`src/rtl/lcd_pkg.sv`:
```
package lcd_pkg;
  localparam int SEGS = 7;
  localparam int DIGIT_W = 4;
  typedef logic [SEGS-1:0]    seg_t;
  typedef logic [DIGIT_W-1:0] digit_t;
  // Pattern shown for digit 0 with the backplane low.
  localparam seg_t SEG_AT_RESET = 7'h3F;
endpackage

```
`src/rtl/lcd_term_counter.sv`:
```
// Counts enabled cycles modulo TERM and pulses wrap_o in the last one.
module lcd_term_counter #(
  parameter int TERM = 4
) (
  input  logic clk_i,
  input  logic rst_i,
  input  logic en_i,
  output logic wrap_o
);
  localparam int W = (TERM > 1) ? $clog2(TERM) : 1;
  localparam logic [W-1:0] LAST = W'(TERM - 1);

  logic [W-1:0] cnt_q;

  assign wrap_o = en_i && (cnt_q == LAST);

  always_ff @(posedge clk_i) begin
    if (rst_i) begin
      cnt_q <= '0;
    end else if (en_i) begin
      cnt_q <= (cnt_q == LAST) ? '0 : cnt_q + 1'b1;
    end
  end
endmodule

```
`src/rtl/lcd_hex_encoder.sv`:
```
// Hex digit to active-high segment pattern, bit 0 = segment a.
module lcd_hex_encoder
  import lcd_pkg::*;
(
  input  digit_t digit_i,
  output seg_t   pat_o
);
  always_comb begin
    unique case (digit_i)
      4'h0: pat_o = 7'h3F;
      4'h1: pat_o = 7'h06;
      4'h2: pat_o = 7'h5B;
      4'h3: pat_o = 7'h4F;
      4'h4: pat_o = 7'h66;
      4'h5: pat_o = 7'h6D;
      4'h6: pat_o = 7'h7D;
      4'h7: pat_o = 7'h07;
      4'h8: pat_o = 7'h7F;
      4'h9: pat_o = 7'h6F;
      4'hA: pat_o = 7'h77;
      4'hB: pat_o = 7'h7C;
      4'hC: pat_o = 7'h39;
      4'hD: pat_o = 7'h5E;
      4'hE: pat_o = 7'h79;
      default: pat_o = 7'h71;
    endcase
  end
endmodule

```
`src/rtl/lcd_hex_driver.sv`:
```
module lcd_hex_driver
  import lcd_pkg::*;
#(
  parameter int BP_HALF_CYC = 1_000_000, // clocks per backplane half-period
  parameter int STEP_HALVES = 80,        // half-periods per digit step (even)
  parameter int LED_HALVES  = 40         // half-periods per LED toggle
) (
  input  logic       clk_i,
  input  logic       rst_i,
  output logic       bp_o,
  output logic [6:0] seg_o,
  output logic       led_o
);
  logic   bp_tick, step_tick, led_tick;
  logic   bp_q, bp_d, led_q;
  digit_t digit_q, digit_d;
  seg_t   pat_d, seg_d, seg_q;

  // Divider chain: prescaler, then two counters of backplane half-periods.
  lcd_term_counter #(.TERM(BP_HALF_CYC)) u_pre (
    .clk_i(clk_i), .rst_i(rst_i), .en_i(1'b1), .wrap_o(bp_tick));

  lcd_term_counter #(.TERM(STEP_HALVES)) u_step (
    .clk_i(clk_i), .rst_i(rst_i), .en_i(bp_tick), .wrap_o(step_tick));

  lcd_term_counter #(.TERM(LED_HALVES)) u_led (
    .clk_i(clk_i), .rst_i(rst_i), .en_i(bp_tick), .wrap_o(led_tick));

  assign bp_d    = bp_tick ? ~bp_q : bp_q;
  assign digit_d = step_tick ? digit_q + 1'b1 : digit_q;

  lcd_hex_encoder u_enc (.digit_i(digit_d), .pat_o(pat_d));

  // Per-segment XOR against the next backplane level.
  for (genvar s = 0; s < SEGS; s++) begin : g_seg
    assign seg_d[s] = pat_d[s] ^ bp_d;
  end

  always_ff @(posedge clk_i) begin
    if (rst_i) begin
      bp_q    <= 1'b0;
      led_q   <= 1'b0;
      digit_q <= '0;
      seg_q   <= SEG_AT_RESET;
    end else begin
      bp_q    <= bp_d;
      digit_q <= digit_d;
      seg_q   <= seg_d;
      if (led_tick) led_q <= ~led_q;
    end
  end

  assign bp_o  = bp_q;
  assign seg_o = seg_q;
  assign led_o = led_q;
endmodule

```
`config.mk`:
```
export PLATFORM = sky130hd
export DESIGN_NAME = lcd_hex_driver
export DESIGN_NICKNAME = d
export VERILOG_FILES = /design/src/rtl/lcd_pkg.sv /design/src/rtl/lcd_term_counter.sv /design/src/rtl/lcd_hex_encoder.sv /design/src/rtl/lcd_hex_driver.sv
export SDC_FILE = /design/constraint.sdc
export NUM_CORES = 1
export LEC_CHECK = 0
export ABC_AREA = 1
export BUFFER_PORTS_ARGS = -buffer_cell sky130_fd_sc_hd__buf_4
export CAP_MARGIN = 5
export CELL_PAD_IN_SITES_DETAIL_PLACEMENT = 1
export CELL_PAD_IN_SITES_GLOBAL_PLACEMENT = 1
export CORE_ASPECT_RATIO = 0.5
export CORE_MARGIN = 3
export CORE_UTILIZATION = 40
export DETAILED_ROUTE_END_ITERATION = 10
export MAX_ROUTING_LAYER = met4
export PLACE_DENSITY_LB_ADDON = 0.3
export RECOVER_POWER = 25
export SLEW_MARGIN = 15
export SYNTH_ARGS = -nofsm -noshare
export SYNTH_HDL_FRONTEND = slang
export SYNTH_SLANG_ARGS = --single-unit
```
`constraint.sdc`:
```
create_clock -name clk_i -period 2.4 [get_ports clk_i]
set_clock_uncertainty 0.15 [all_clocks]
set_input_delay 0.48 -clock clk_i [delete_from_list [all_inputs] [get_ports clk_i]]
set_output_delay 0.48 -clock clk_i [all_outputs]
set_load 0.01 [all_outputs]
```
After elaboration in Yosys (flattened, before gate mapping)
Memories as Yosys holds them, arrays and structs flattened.
Cells that the tools add are included.
- add/subtract/negate cells: 4
- equal/unequal tests: 3
- multiplexer cells: 4
- bitwise logic cells: 9
- reductions and logical operators: 3
- operators by type and width (operator ; number):
    $add 20x1->20 const B ; 1
    $eq 20x20->1 const B ; 1
    $add 7x1->7 const B ; 1
    $eq 7x7->1 const B ; 1
    $mux 7 ; 1
    $xor 1x1->1 ; 7
    $add 6x1->6 const B ; 1
    $eq 6x6->1 const B ; 1
    $mux 6 ; 1
    $add 4x1->4 const B ; 1
    $mux 4 ; 1
    $logic_and 1x1->1 ; 2
    $not 1->1 ; 2
    $reduce_or 2->1 ; 1
    $mux 1 ; 1
- bits in registers: 46
- ROM bits: 112
- input bits: 2
- output and inout port bits: 9
- logic and storage cells: 31
- memories: 1
- memory list (memory ; words ; bits a word ; read ports ; clocked after memory_dff ; wr ports ; RTL line ; text):
    (name not given) ; 16 ; 7 ; 1 ; 0 ; 0 ; lcd_hex_encoder.sv:9 ; unique case (digit_i)

Logic depth before layout (Yosys ltp)
Gate-level depths: netlist (run 1).
An unclocked memory read counts as a cell.
- depth after elaboration: 5
- gate-level depth with buffers: 18

Modules after synthesis
From an unflattened synthesis (run 1), not the netlist that was laid out.
- cells, all modules: 413
- area total of the unflattened synthesis: 2760.1 um^2
- by module, submodules not included (module ; instances ; cells an instance ; area an instance (um^2) ; sequential area each (um^2)):
    lcd_term_counter (u_pre) ; 1 ; 185 ; 1257.5 ; 400.4
    lcd_hex_driver ; 1 ; 77 ; 538.0 ; 260.2
    lcd_term_counter (u_step) ; 1 ; 53 ; 371.6 ; 140.1
    lcd_term_counter (u_led) ; 1 ; 46 ; 322.8 ; 120.1
    lcd_hex_encoder ; 1 ; 52 ; 270.3 ; 0.0

Worst setup path before layout (run 1)
OpenSTA, ideal clock, no wires.
- path kind: register -> register
- start: reg u_step.cnt_q[0]
- end: reg seg_q[5] (netlist: seg_o[5])
- arrival time: 1.913 ns
- required time: 2.141 ns
- slack: 0.228 ns
- stages on the path, launching flop included: 18
- path buffers: 0
- clock period less this slack: 2.172 ns
- path through: dfxtp_1 -> ha_1 -> nand3_1 -> nor2_4 -> nand4_2 -> nand2_1 -> nand2_4 -> inv_2 -> ha_1 -> inv_1 -> nand2_1 -> nand2_1 -> clkinv_1 -> nand2_1 -> nand2_1 -> nand2_1 -> nand2_1 -> inv_1
- longest elaborated chain between the ends: 5
- ends and longest elaborated chain (what ; RTL line ; text):
    start: declaration ; lcd_term_counter.sv:13 ; logic [W-1:0] cnt_q;
    start signal: assignment ; lcd_term_counter.sv:21 ; cnt_q <= (cnt_q == LAST) ? '0 : cnt_q + 1'b1;
    $eq 7x7->1 ; lcd_term_counter.sv:15 ; assign wrap_o = en_i && (cnt_q == LAST);
    $logic_and 1x1->1 ; lcd_term_counter.sv:15 ;
    $mux 4 ; lcd_hex_driver.sv:30 ; assign digit_d = step_tick ? digit_q + 1'b1 : digit_q;
    via digit_d[1] ; lcd_hex_driver.sv:16 ; digit_t digit_q, digit_d;
    $mem_v2 16x7 ; -- ;
    $xor 1x1->1 ; lcd_hex_driver.sv:36 ; assign seg_d[s] = pat_d[s] ^ bp_d;
    end signal: assignment ; lcd_hex_driver.sv:48 ; seg_q <= seg_d;
    end: declaration ; lcd_hex_driver.sv:17 ; seg_t pat_d, seg_d, seg_q;
The timed path passes the listed nets, and every way through them passes these cells.
A chain may end at the register's enable or synchronous reset.

Worst setup path after layout (run 1)
- start: reg u_pre.cnt_q[16]
- end: reg seg_q[0] (netlist: seg_o[0])
- longest elaborated chain between the ends: 5
- ends and longest elaborated chain (what ; RTL line):
    start: declaration ; lcd_term_counter.sv:13
    start signal: assignment ; lcd_term_counter.sv:21
    $eq 20x20->1 * ; lcd_term_counter.sv:15
    $logic_and 1x1->1 ; lcd_term_counter.sv:15
    $mux 4 ; lcd_hex_driver.sv:30
    $mem_v2 16x7 ; --
    $xor 1x1->1 * ; lcd_hex_driver.sv:36
Every way passes the cells marked *; elsewhere a longest branch is shown, timed or not.

==> reports/results.txt, run 1 <==
Vias in the first global route -> 2402
Grt peak-use layer -> met2
Drt drc -> 0
Crit Path Class -> reg -> reg
Synth Cell Area -> 2560 µm²
CP max stage delay -> 0.39 ns
Htree depth -> 2
Hold WC Path Type -> reg -> reg
Synthesized Nets -> 353
Clk Latency, worst-skew pair -> 0.29 ns
Slew Viols, Final -> 0
Tot GR Track Use -> 0.192
Setup Viol. Count Final -> 0
Clk buf depth -> 2
Initial Utilization -> 0.439
CTS Sinks -> 46
Min setup slack post-route -> 0.133 ns
Worst slew pin tran -> 0.454 ns
Post-synth top cells -> nand2_1 (70), dfxtp_1 (46), nor2_1 (37)
CP bufs+invs -> 2
Die W -> 119 µm
DP Area -> 2780 µm²
Hold EP -> u_pre.cnt_q[0]
Met1 usage -> 0.219
Number of CTS-inserted buffers -> 5
Yosys reg bits -> 46
# IOs -> 11
Share of cells above drive strength 1 -> 0.233
Worst setup path start -> u_pre.cnt_q[16]
Setup crit end kind -> flop
Slew headroom -> 0.697
Synth area leaders -> dfxtp_1 (36%), nand2_1 (10%), nor2_1 (5.4%)
Startpoint types -> flop
Drt first pass iters -> 4
Crit path top cell by count -> nand2_1
M2 GR Usage -> 0.339
Maximum VDD drop -> 0.298 mV
Area of the multi-input gates -> 1470 µm²
Largest net degree at the start of global routing -> 16
Post-DP HPWL -> 4880 µm
Max_cap viols -> 0
Main synth FF type -> dfxtp_1
Synthesized area per cell -> 7.43 µm²
Ys Warns -> 0
Die span in y -> 62.5 µm
Final min period -> 2.27 ns
# placed instances -> 443
R2r setup slk -> 0.13 ns
Worst r2r src -> u_pre.cnt_q[16]
Root Buffer -> clkbuf_16
Largest area contributor in the netlist -> dfxtp_1
Pwr dens -> 537 nW/µm²
Leak -> 1.17 nW
First-pass GRT wire length -> 11200 µm
EDFF count, synth -> 0
Hold-fix buffers, CTS -> 0
Fin nets -> 381
Initial antenna violation count -> 0
Die area -> 7440 µm²
Most common cell in the netlist -> nand2_1
Core area -> 5820 µm²
Ant diodes -> 0
First DRT Iteration DRCs -> 106
Share of the synthesized area in the top cell type -> 0.360
CTS tree -> built
Remaining Overflow, GRT -> 0
Register clock-pin slew on the reported worst setup and hold paths -> 0.06 ns
Via count -> 2351
F_max -> 441 MHz
Design area -> 3020 µm²
FF+latch area -> 927 µm²
RR Endpoint -> seg_o[0]
Synth Instances -> 344
DRT Wirelength -> 7040 µm
Non-Filler Instances -> 457
Worst EP arrival -> 2.27 ns
Fin Hold WS -> 0.299 ns
Routability Congestion -> 0.813
Crit path max-delay cell type -> dfxtp_1
Placement Setup Slack -> 0.0214 ns
Worst r2r path cells -> 11
Met3 GRT Util -> 0.0353
Crit Path Max Fanout -> 9
Yosys cell types -> 41
Area Growth Syn to Fin -> 18.0%
Crit-path cells -> nand2_1, nor2_1, nand3_2, clkinv_2, nand3_2, nand2_2, inv_1, nand3_1, nand2_1, nand2_1, nand3_1
Core Rows -> 19
IO Port Bufs -> 10
Crit-path leading delay family -> simple AND/OR/NAND/NOR gates
Register area share after synthesis -> 0.360
Ys async rst share -> 0
Hold Startpoint -> u_pre.cnt_q[0]
Post-DR wirelength/cell -> 15.4 µm
Via/cell ratio -> 5.14
Run status -> complete, no violations
Worst hold stages -> 1
Fin crit share -> 0.944
Hold Violations, Final -> 0
Fillers -> 742
Worst Path Required -> 2.41 ns
Antenna viol nets, final -> 0
## flip-flops by register name, summed over array words and instances (netlist names)
name          count
bp_o              1
u_pre.cnt_q      20
led_o             1
u_step.cnt_q      7
digit_q           4
u_led.cnt_q       6
seg_o             7
## metrics by stage
step	util	setup TNS (ns)	total power, W
final	0.518	0	0.00162
after global routing	0.518	-0.0766	0.00168
after CTS	0.510	0	0.00163
after detailed placement	0.478	0	0.000825
after global placement	0.478	0	0.000823
after floorplan	-	0	0.000811
## cell families after synthesis
group	Yosys count	synth area share
compound gates	32	0.0715
xor+xnor	9	0.0308
simple gates	199	0.420
buf+inv	51	0.0827
fa+ha+maj	7	0.0343
flops	46	0.360
## cell type report
cell class,count,share of cell area
multi-input cells,247,0.488
well taps,84,0.0349
inverters,46,0.0602
clock inverters,3,0.0149
repair buffers,26,0.0535
flip-flops and latches,46,0.307
clock buffers,5,0.0415
## per-layer routing
layer	part of all wire	routed length, µm
met1	0.46	3220
met2	0.50	3540
met3	0.022	154
met4	0.019	135
met5	0	0
## placed cells by master, fill, tap and decap left out, types with 2 or more instances in the layout
cell type	count
clkbuf_16	5
buf_4	17
nand2_2	7
o21ai_0	10
nor4_1	3
inv_1	35
or2_0	2
nand3_4	2
dfxtp_2	2
inv_2	7
clkbuf_1	9
nor2_1	34
a21oi_2	2
clkinvlp_4	2
nand3_2	6
o21ai_1	3
dfxtp_1	43
nor2_4	8
xor2_1	8
nor2_2	11
o211ai_1	2
nor3b_1	8
nand4_2	3
nand2_1	68
nor3_2	2
nand2_4	3
nand3_1	23
nor3_1	6
ha_1	5
nand4_1	9
a21oi_1	11
## timing repair
| action | CTS | global route |
|---|---|---|
| resized for setup | 1 | 14 |
| setup endpoints to repair | 4 | 6 |
| pin swaps | 1 | 8 |
| buffers inserted | 2 | 4 |
## power breakdown
group | switching (W) | internal [W]
sequential | 0.00000611 | 0.000767
combinational | 0.0000253 | 0.0000167
clock | 0.000313 | 0.000491
## worst max path at each step
stage / endpoint / cells past startpoint
2_1_floorplan: seg_o[5] / 17
3_3_place_gp: seg_o[3] / 15
3_5_place_dp: seg_o[3] / 15
4_1_cts: seg_o[3] / 15
5_1_grt: seg_o[3] / 15
6_report: seg_o[0] / 11
Power figures use the tool's default switching activity.
==> run 2, diff against run 1 <==
CORE_ASPECT_RATIO = 0.9   (was 0.5)
==> reports/results.txt, run 2 (synthesized netlist as in run 1, its figures left out) <==
Initial Utilization -> 0.432 (was 0.439)
Hold WC Path Type -> reg -> reg (unchanged)
Die W -> 90.3 µm (was 119 µm)
Run status -> complete, no violations (unchanged)
Number of CTS-inserted buffers -> 5 (unchanged)
# placed instances -> 443 (unchanged)
Most common cell after layout, fill and taps aside -> nand2_1 (unchanged)
Die area -> 7390 µm² (was 7440 µm²)
Wl on met1 -> 3040 µm (was 3220 µm)
CTS Sinks -> 46 (unchanged)
Tot GR Track Use -> 0.179 (was 0.192)
Crit Path Class -> reg -> reg (unchanged)
Fin crit share -> 0.935 (was 0.944)
Worst r2r path cells -> 14 (was 11)
DRT Wirelength -> 6370 µm (was 7040 µm)
DR WL met3 -> 113 µm (was 154 µm)
Area of the multi-input gates -> 1490 µm² (was 1470 µm²)
Vias in the first global route -> 2336 (was 2402)
Share of cells above drive strength 1 -> 0.261 (was 0.233)
Commonest cells after routing, fill and taps aside -> nand2_1 (68), dfxtp_1 (39), nor2_1 (34) (was nand2_1 (68), dfxtp_1 (43), inv_1 (35))
Post-route setup TNS -> 0 ns (unchanged)
# IOs -> 11 (unchanged)
Core area -> 5920 µm² (was 5820 µm²)
Leak -> 1.17 nW (about the same)
Worst hold stages -> 1 (unchanged)
Htree depth -> 2 (unchanged)
Remaining Overflow, GRT -> 0 (unchanged)
Post-DR wirelength/cell -> 13.7 µm (was 15.4 µm)
Startpoint types -> flop (unchanged)
Non-Filler Instances -> 463 (was 457)
Area Growth Syn to Fin -> 18.0% (unchanged)
FF+latch area -> 935 µm² (was 927 µm²)
CTS tree -> built (unchanged)
Slew Viols, Final -> 0 (unchanged)
Routability Congestion -> 0.774 (was 0.813)
Maximum VDD drop -> 0.303 mV (was 0.298 mV)
Ant diodes -> 0 (unchanged)
Fillers -> 789 (was 742)
First DRT Iteration DRCs -> 54 (was 106)
Register clock-pin slew on the reported worst setup and hold paths -> 0.09 ns (was 0.06 ns)
Max_cap viols -> 0 (unchanged)
Die span in y -> 81.8 µm (was 62.5 µm)
Via/cell ratio -> 4.95 (was 5.14)
Max layer used -> met4 (unchanged)
Clk buf depth -> 2 (unchanged)
Fin Hold WS -> 0.327 ns (was 0.299 ns)
Slew headroom -> 0.722 (was 0.697)
Pwr dens -> 434 nW/µm² (was 537 nW/µm²)
Hold-fix buffers, CTS -> 0 (unchanged)
First-pass GRT wire length -> 10400 µm (was 11200 µm)
Met2 WL -> 3120 µm (was 3540 µm)
Crit Path Max Fanout -> 5 (was 9)
Hold Violations, Final -> 0 (unchanged)
Largest net degree at the start of global routing -> 15 (was 16)
Setup Viol. Count Final -> 0 (unchanged)
Drt drc -> 0 (unchanged)
Final min period -> 2.24 ns (was 2.27 ns)
Max reg flops -> 20 (unchanged)
Setup crit end kind -> flop (unchanged)
Root Buffer -> clkbuf_8 (was clkbuf_16)
Clk Latency, worst-skew pair -> 0.30 ns (was 0.29 ns)
Fin nets -> 387 (was 381)
Core Rows -> 26 (was 19)
Worst Path Required -> 2.45 ns (was 2.41 ns)
Initial antenna violation count -> 0 (unchanged)
Via count -> 2291 (was 2351)
Post-DP HPWL -> 4700 µm (was 4880 µm)
Drt first pass iters -> 4 (unchanged)
Worst EP arrival -> 2.29 ns (was 2.27 ns)
Top reg by flops -> u_pre.cnt_q (unchanged)
Worst slew pin tran -> 0.413 ns (was 0.454 ns)
F_max -> 446 MHz (was 441 MHz)
Antenna viol nets, final -> 0 (unchanged)
IO Port Bufs -> 10 (unchanged)
## run 2: cell types whose count changed in the layout (fill, tap and decap cells not counted), sizes merged
cell      change
buf           +6
bufinv        -1
clkbuf        +1
clkinv        +1
clkinvlp      -1
## run 2: repair_timing
item / CTS / global route
resized for setup: 1 / 24
endpoints found under the setup margin: 3 / 7
endpoints found under the hold margin: 0 / 0
buffers inserted: 1 / 11
pin swaps: 1 / 5
## run 2: per-stage QoR
step                total power, W  utilization  area [µm²]  worst slack (ns)
finish                     0.00131        0.509        3020             0.157
global route               0.00136        0.509        3020           -0.0459
CTS                        0.00132        0.488        2890            0.0115
detailed placement        0.000822        0.470        2780           -0.0607
global placement          0.000821        0.470        2780            0.0143
floorplan                 0.000811            -        2560             0.228
## run 2: area by class of cell
| class | instances | area share |
|---|---|---|
| Inverter | 46 | 0.0602 |
| Multi-Input combinational cell | 247 | 0.495 |
| Clock inverter | 2 | 0.00415 |
| Timing Repair Buffer | 32 | 0.0685 |
| Tap cell | 84 | 0.0349 |
| Sequential cell | 46 | 0.310 |
| Clock buffer | 6 | 0.0274 |
## run 2: critical path: stages, from the launching register on
cell and delay, ns:
dfxtp_4 0.38, ha_4 0.14, nand3_4 0.10, nor2_4 0.22, buf_4 0.15, nand4_1 0.14
nand2_4 0.15, inv_4 0.05, ha_1 0.30, inv_1 0.06, nand2_1 0.05, nand3_1 0.08
nand2_1 0.06, nand2_1 0.05, o21ai_1 0.05
## run 2: worst paths after layout
check                   from  slack (ns)             end
min reg2reg   u_pre.cnt_q[0]        0.33  u_pre.cnt_q[0]
max          u_step.cnt_q[1]        0.16        seg_o[3]
max reg2reg  u_step.cnt_q[1]        0.16        seg_o[3]
min           u_pre.cnt_q[0]        0.33  u_pre.cnt_q[0]
## run 2: power breakdown
| group | leakage (nW) | switching, W | internal, W |
|---|---|---|---|
| clock network | 0.0472 | 0.000270 | 0.000232 |
| registers | 0.375 | 0.00000617 | 0.000765 |
| logic | 0.746 | 0.0000238 | 0.0000124 |
| total | 1.17 | 0.000300 | 0.00101 |
## run 2: per-layer routing
metal / global-route usage / vias to the layer above
met1: 0.213 / 1082
met5: - / -
met2: 0.312 / 16
li1: - / 1182
met3: 0.0311 / 11
met4: 0.0612 / 0
==> run 3, diff against run 2 <==
clock period = 2.5 ns   (was 2.4 ns; I/O delays follow)
==> reports/results.txt, run 3 (synthesized netlist as in run 1, its figures left out) <==
Setup Viol. Count Final -> 0 (unchanged)
Hold WC Path Type -> reg -> reg (unchanged)
Most common cell after layout, fill and taps aside -> nand2_1 (unchanged)
Sw frac -> 0.199 (was 0.229)
R2r setup slk -> 0.15 ns (was 0.16 ns)
Drt drc -> 0 (unchanged)
DRT Wirelength -> 6260 µm (was 6370 µm)
Max layer used -> met4 (unchanged)
Antenna viol nets, final -> 0 (unchanged)
Vias in the first global route -> 2191 (was 2336)
Startpoint types -> flop (unchanged)
Drt first pass iters -> 4 (unchanged)
Met2 WL -> 3020 µm (was 3120 µm)
Slew headroom -> 0.702 (was 0.722)
Die W -> 90.3 µm (unchanged)
Worst r2r path cells -> 12 (was 14)
Worst r2r src -> u_step.cnt_q[0] (was u_step.cnt_q[1])
Register clock-pin slew on the reported worst setup and hold paths -> 0.09 ns (about the same)
Area of the multi-input gates -> 1470 µm² (was 1490 µm²)
Core area -> 5920 µm² (unchanged)
Htree depth -> 2 (unchanged)
Routability Congestion -> 0.760 (was 0.774)
RR Endpoint -> seg_o[0] (was seg_o[3])
Total Power -> 0.00147 W (was 0.00131 W)
Fin Hold WS -> 0.340 ns (was 0.327 ns)
Root Buffer -> clkbuf_8 (unchanged)
Tot GR Track Use -> 0.177 (was 0.179)
Via/cell ratio -> 4.93 (was 4.95)
Setup crit end kind -> flop (unchanged)
Fin crit share -> 0.941 (was 0.935)
Worst Path Required -> 2.53 ns (was 2.45 ns)
Clk Latency, worst-skew pair -> 0.30 ns (about the same)
IO Port Bufs -> 10 (unchanged)
Slew Viols, Final -> 0 (unchanged)
Largest net degree at the start of global routing -> 15 (unchanged)
Power share of the clock group -> 0.470 (was 0.383)
Crit Path Class -> reg -> reg (unchanged)
Fin nets -> 374 (was 387)
P_sw -> 0.000291 W (was 0.000300 W)
First-pass GRT wire length -> 10300 µm (was 10400 µm)
Wl on met1 -> 3100 µm (was 3040 µm)
Remaining Overflow, GRT -> 0 (unchanged)
Hold Startpoint -> u_step.cnt_q[6] (was u_pre.cnt_q[0])
Via count -> 2220 (was 2291)
Maximum VDD drop -> 0.201 mV (was 0.303 mV)
Combinational group share of total power -> 0.024 (was 0.028)
Core Rows -> 26 (unchanged)
Commonest cells after routing, fill and taps aside -> nand2_1 (69), dfxtp_1 (42), inv_1 (34), nor2_1 (34), nand3_1 (23) (was nand2_1 (68), dfxtp_1 (39), nor2_1 (34))
Final min period -> 2.35 ns (was 2.24 ns)
FF+latch area -> 926 µm² (was 935 µm²)
Worst slew pin tran -> 0.443 ns (was 0.413 ns)
Max reg flops -> 20 (unchanged)
Leak -> 1.13 nW (was 1.17 nW)
CTS Sinks -> 46 (unchanged)
Worst hold stages -> 2 (was 1)
Run status -> complete, no violations (unchanged)
Initial antenna violation count -> 0 (unchanged)
Flop pwr share -> 0.506 (was 0.589)
Post-DR wirelength/cell -> 13.9 µm (was 13.7 µm)
Pwr dens -> 499 nW/µm² (was 434 nW/µm²)
Share of cells above drive strength 1 -> 0.224 (was 0.261)
Internal -> 0.00118 W (was 0.00101 W)
Die area -> 7390 µm² (unchanged)
Number of CTS-inserted buffers -> 5 (unchanged)
Max_cap viols -> 0 (unchanged)
Initial Utilization -> 0.432 (unchanged)
Die span in y -> 81.8 µm (unchanged)
Non-Filler Instances -> 450 (was 463)
CTS tree -> built (unchanged)
Hold Violations, Final -> 0 (unchanged)
Ant diodes -> 0 (unchanged)
Top reg by flops -> u_pre.cnt_q (unchanged)
Crit Path Max Fanout -> 7 (was 5)
# placed instances -> 436 (was 443)
Post-DP HPWL -> 4400 µm (was 4700 µm)
Worst EP arrival -> 2.38 ns (was 2.29 ns)
Area Growth Syn to Fin -> 14.9% (was 18.0%)
F_max -> 425 MHz (was 446 MHz)
Fillers -> 753 (was 789)
DR WL met3 -> 94 µm (was 113 µm)
# IOs -> 11 (unchanged)
Clk buf depth -> 2 (unchanged)
First DRT Iteration DRCs -> 85 (was 54)
Hold-fix buffers, CTS -> 0 (unchanged)
Hold EP -> u_step.cnt_q[6] (was u_pre.cnt_q[0])
[run 3: area by class of cell]
type	instances	share of cell area
Inverter	46	0.0618
Sequential cell	46	0.315
Clock inverter	2	0.0204
Clock buffer	6	0.0281
Multi-Input combinational cell	247	0.500
Timing Repair Buffer	19	0.0383
Tap cell	84	0.0358
[run 3: how the worst max path moves through the flow]
stage / slack [ns] / cells after the start / to / start
6_report: 0.15 / 12 / seg_o[0] / u_step.cnt_q[0]
5_1_grt: -0.04 / 13 / seg_o[0] / u_pre.cnt_q[1]
4_1_cts: 0.02 / 17 / seg_o[5] / u_pre.cnt_q[0]
3_5_place_dp: -0.009 / 17 / seg_o[5] / u_step.cnt_q[0]
3_3_place_gp: 0.08 / 17 / seg_o[5] / u_step.cnt_q[0]
2_1_floorplan: 0.33 / 17 / seg_o[5] / u_step.cnt_q[0]
[run 3: through the flow]
| stage | area [µm²] | setup WS (ns) | util | TNS [ns] |
|---|---|---|---|---|
| floorplan | 2560 | 0.328 | - | 0 |
| global placement | 2730 | 0.0770 | 0.461 | 0 |
| detailed placement | 2730 | -0.00933 | 0.461 | -0.00933 |
| CTS | 2890 | 0.0197 | 0.488 | 0 |
| global route | 2940 | -0.0399 | 0.496 | -0.124 |
| finish | 2940 | 0.148 | 0.496 | 0 |
[run 3: layer usage]
| layer | up-vias | GRT usage |
|---|---|---|
| met4 | 0 | 0.0367 |
| met1 | 1049 | 0.227 |
| li1 | 1154 | - |
| met3 | 4 | 0.0302 |
| met5 | - | - |
| met2 | 13 | 0.299 |
[run 3: repair_timing]
item,in CTS,in global routing
resized for setup,2,15
pin swaps,1,6
endpoints found under the setup margin,3,5
hold endpoints to repair,0,0
setup buffers,1,5
[run 3: worst max-delay path, cell delays in order (launching register included)]
cell and delay [ns]:
dfxtp_2 0.37, ha_2 0.20, nand3_2 0.13, nor2_4 0.23, buf_6 0.14, nand4_1 0.13, nand2_4 0.16, inv_4 0.07
ha_1 0.17, nand2_1 0.12, nand3_1 0.15, nand3_1 0.12, nand3_1 0.10
[run 3: power groups by stage]
stage,logic (W),clock network (W),registers [W]
after floorplan,0.0000223,0,0.000757
after global placement,0.0000315,0,0.000757
after detailed placement,0.0000329,0,0.000758
after CTS,0.0000336,0.000697,0.000741
after global routing,0.0000394,0.000744,0.000743
final,0.0000354,0.000689,0.000742
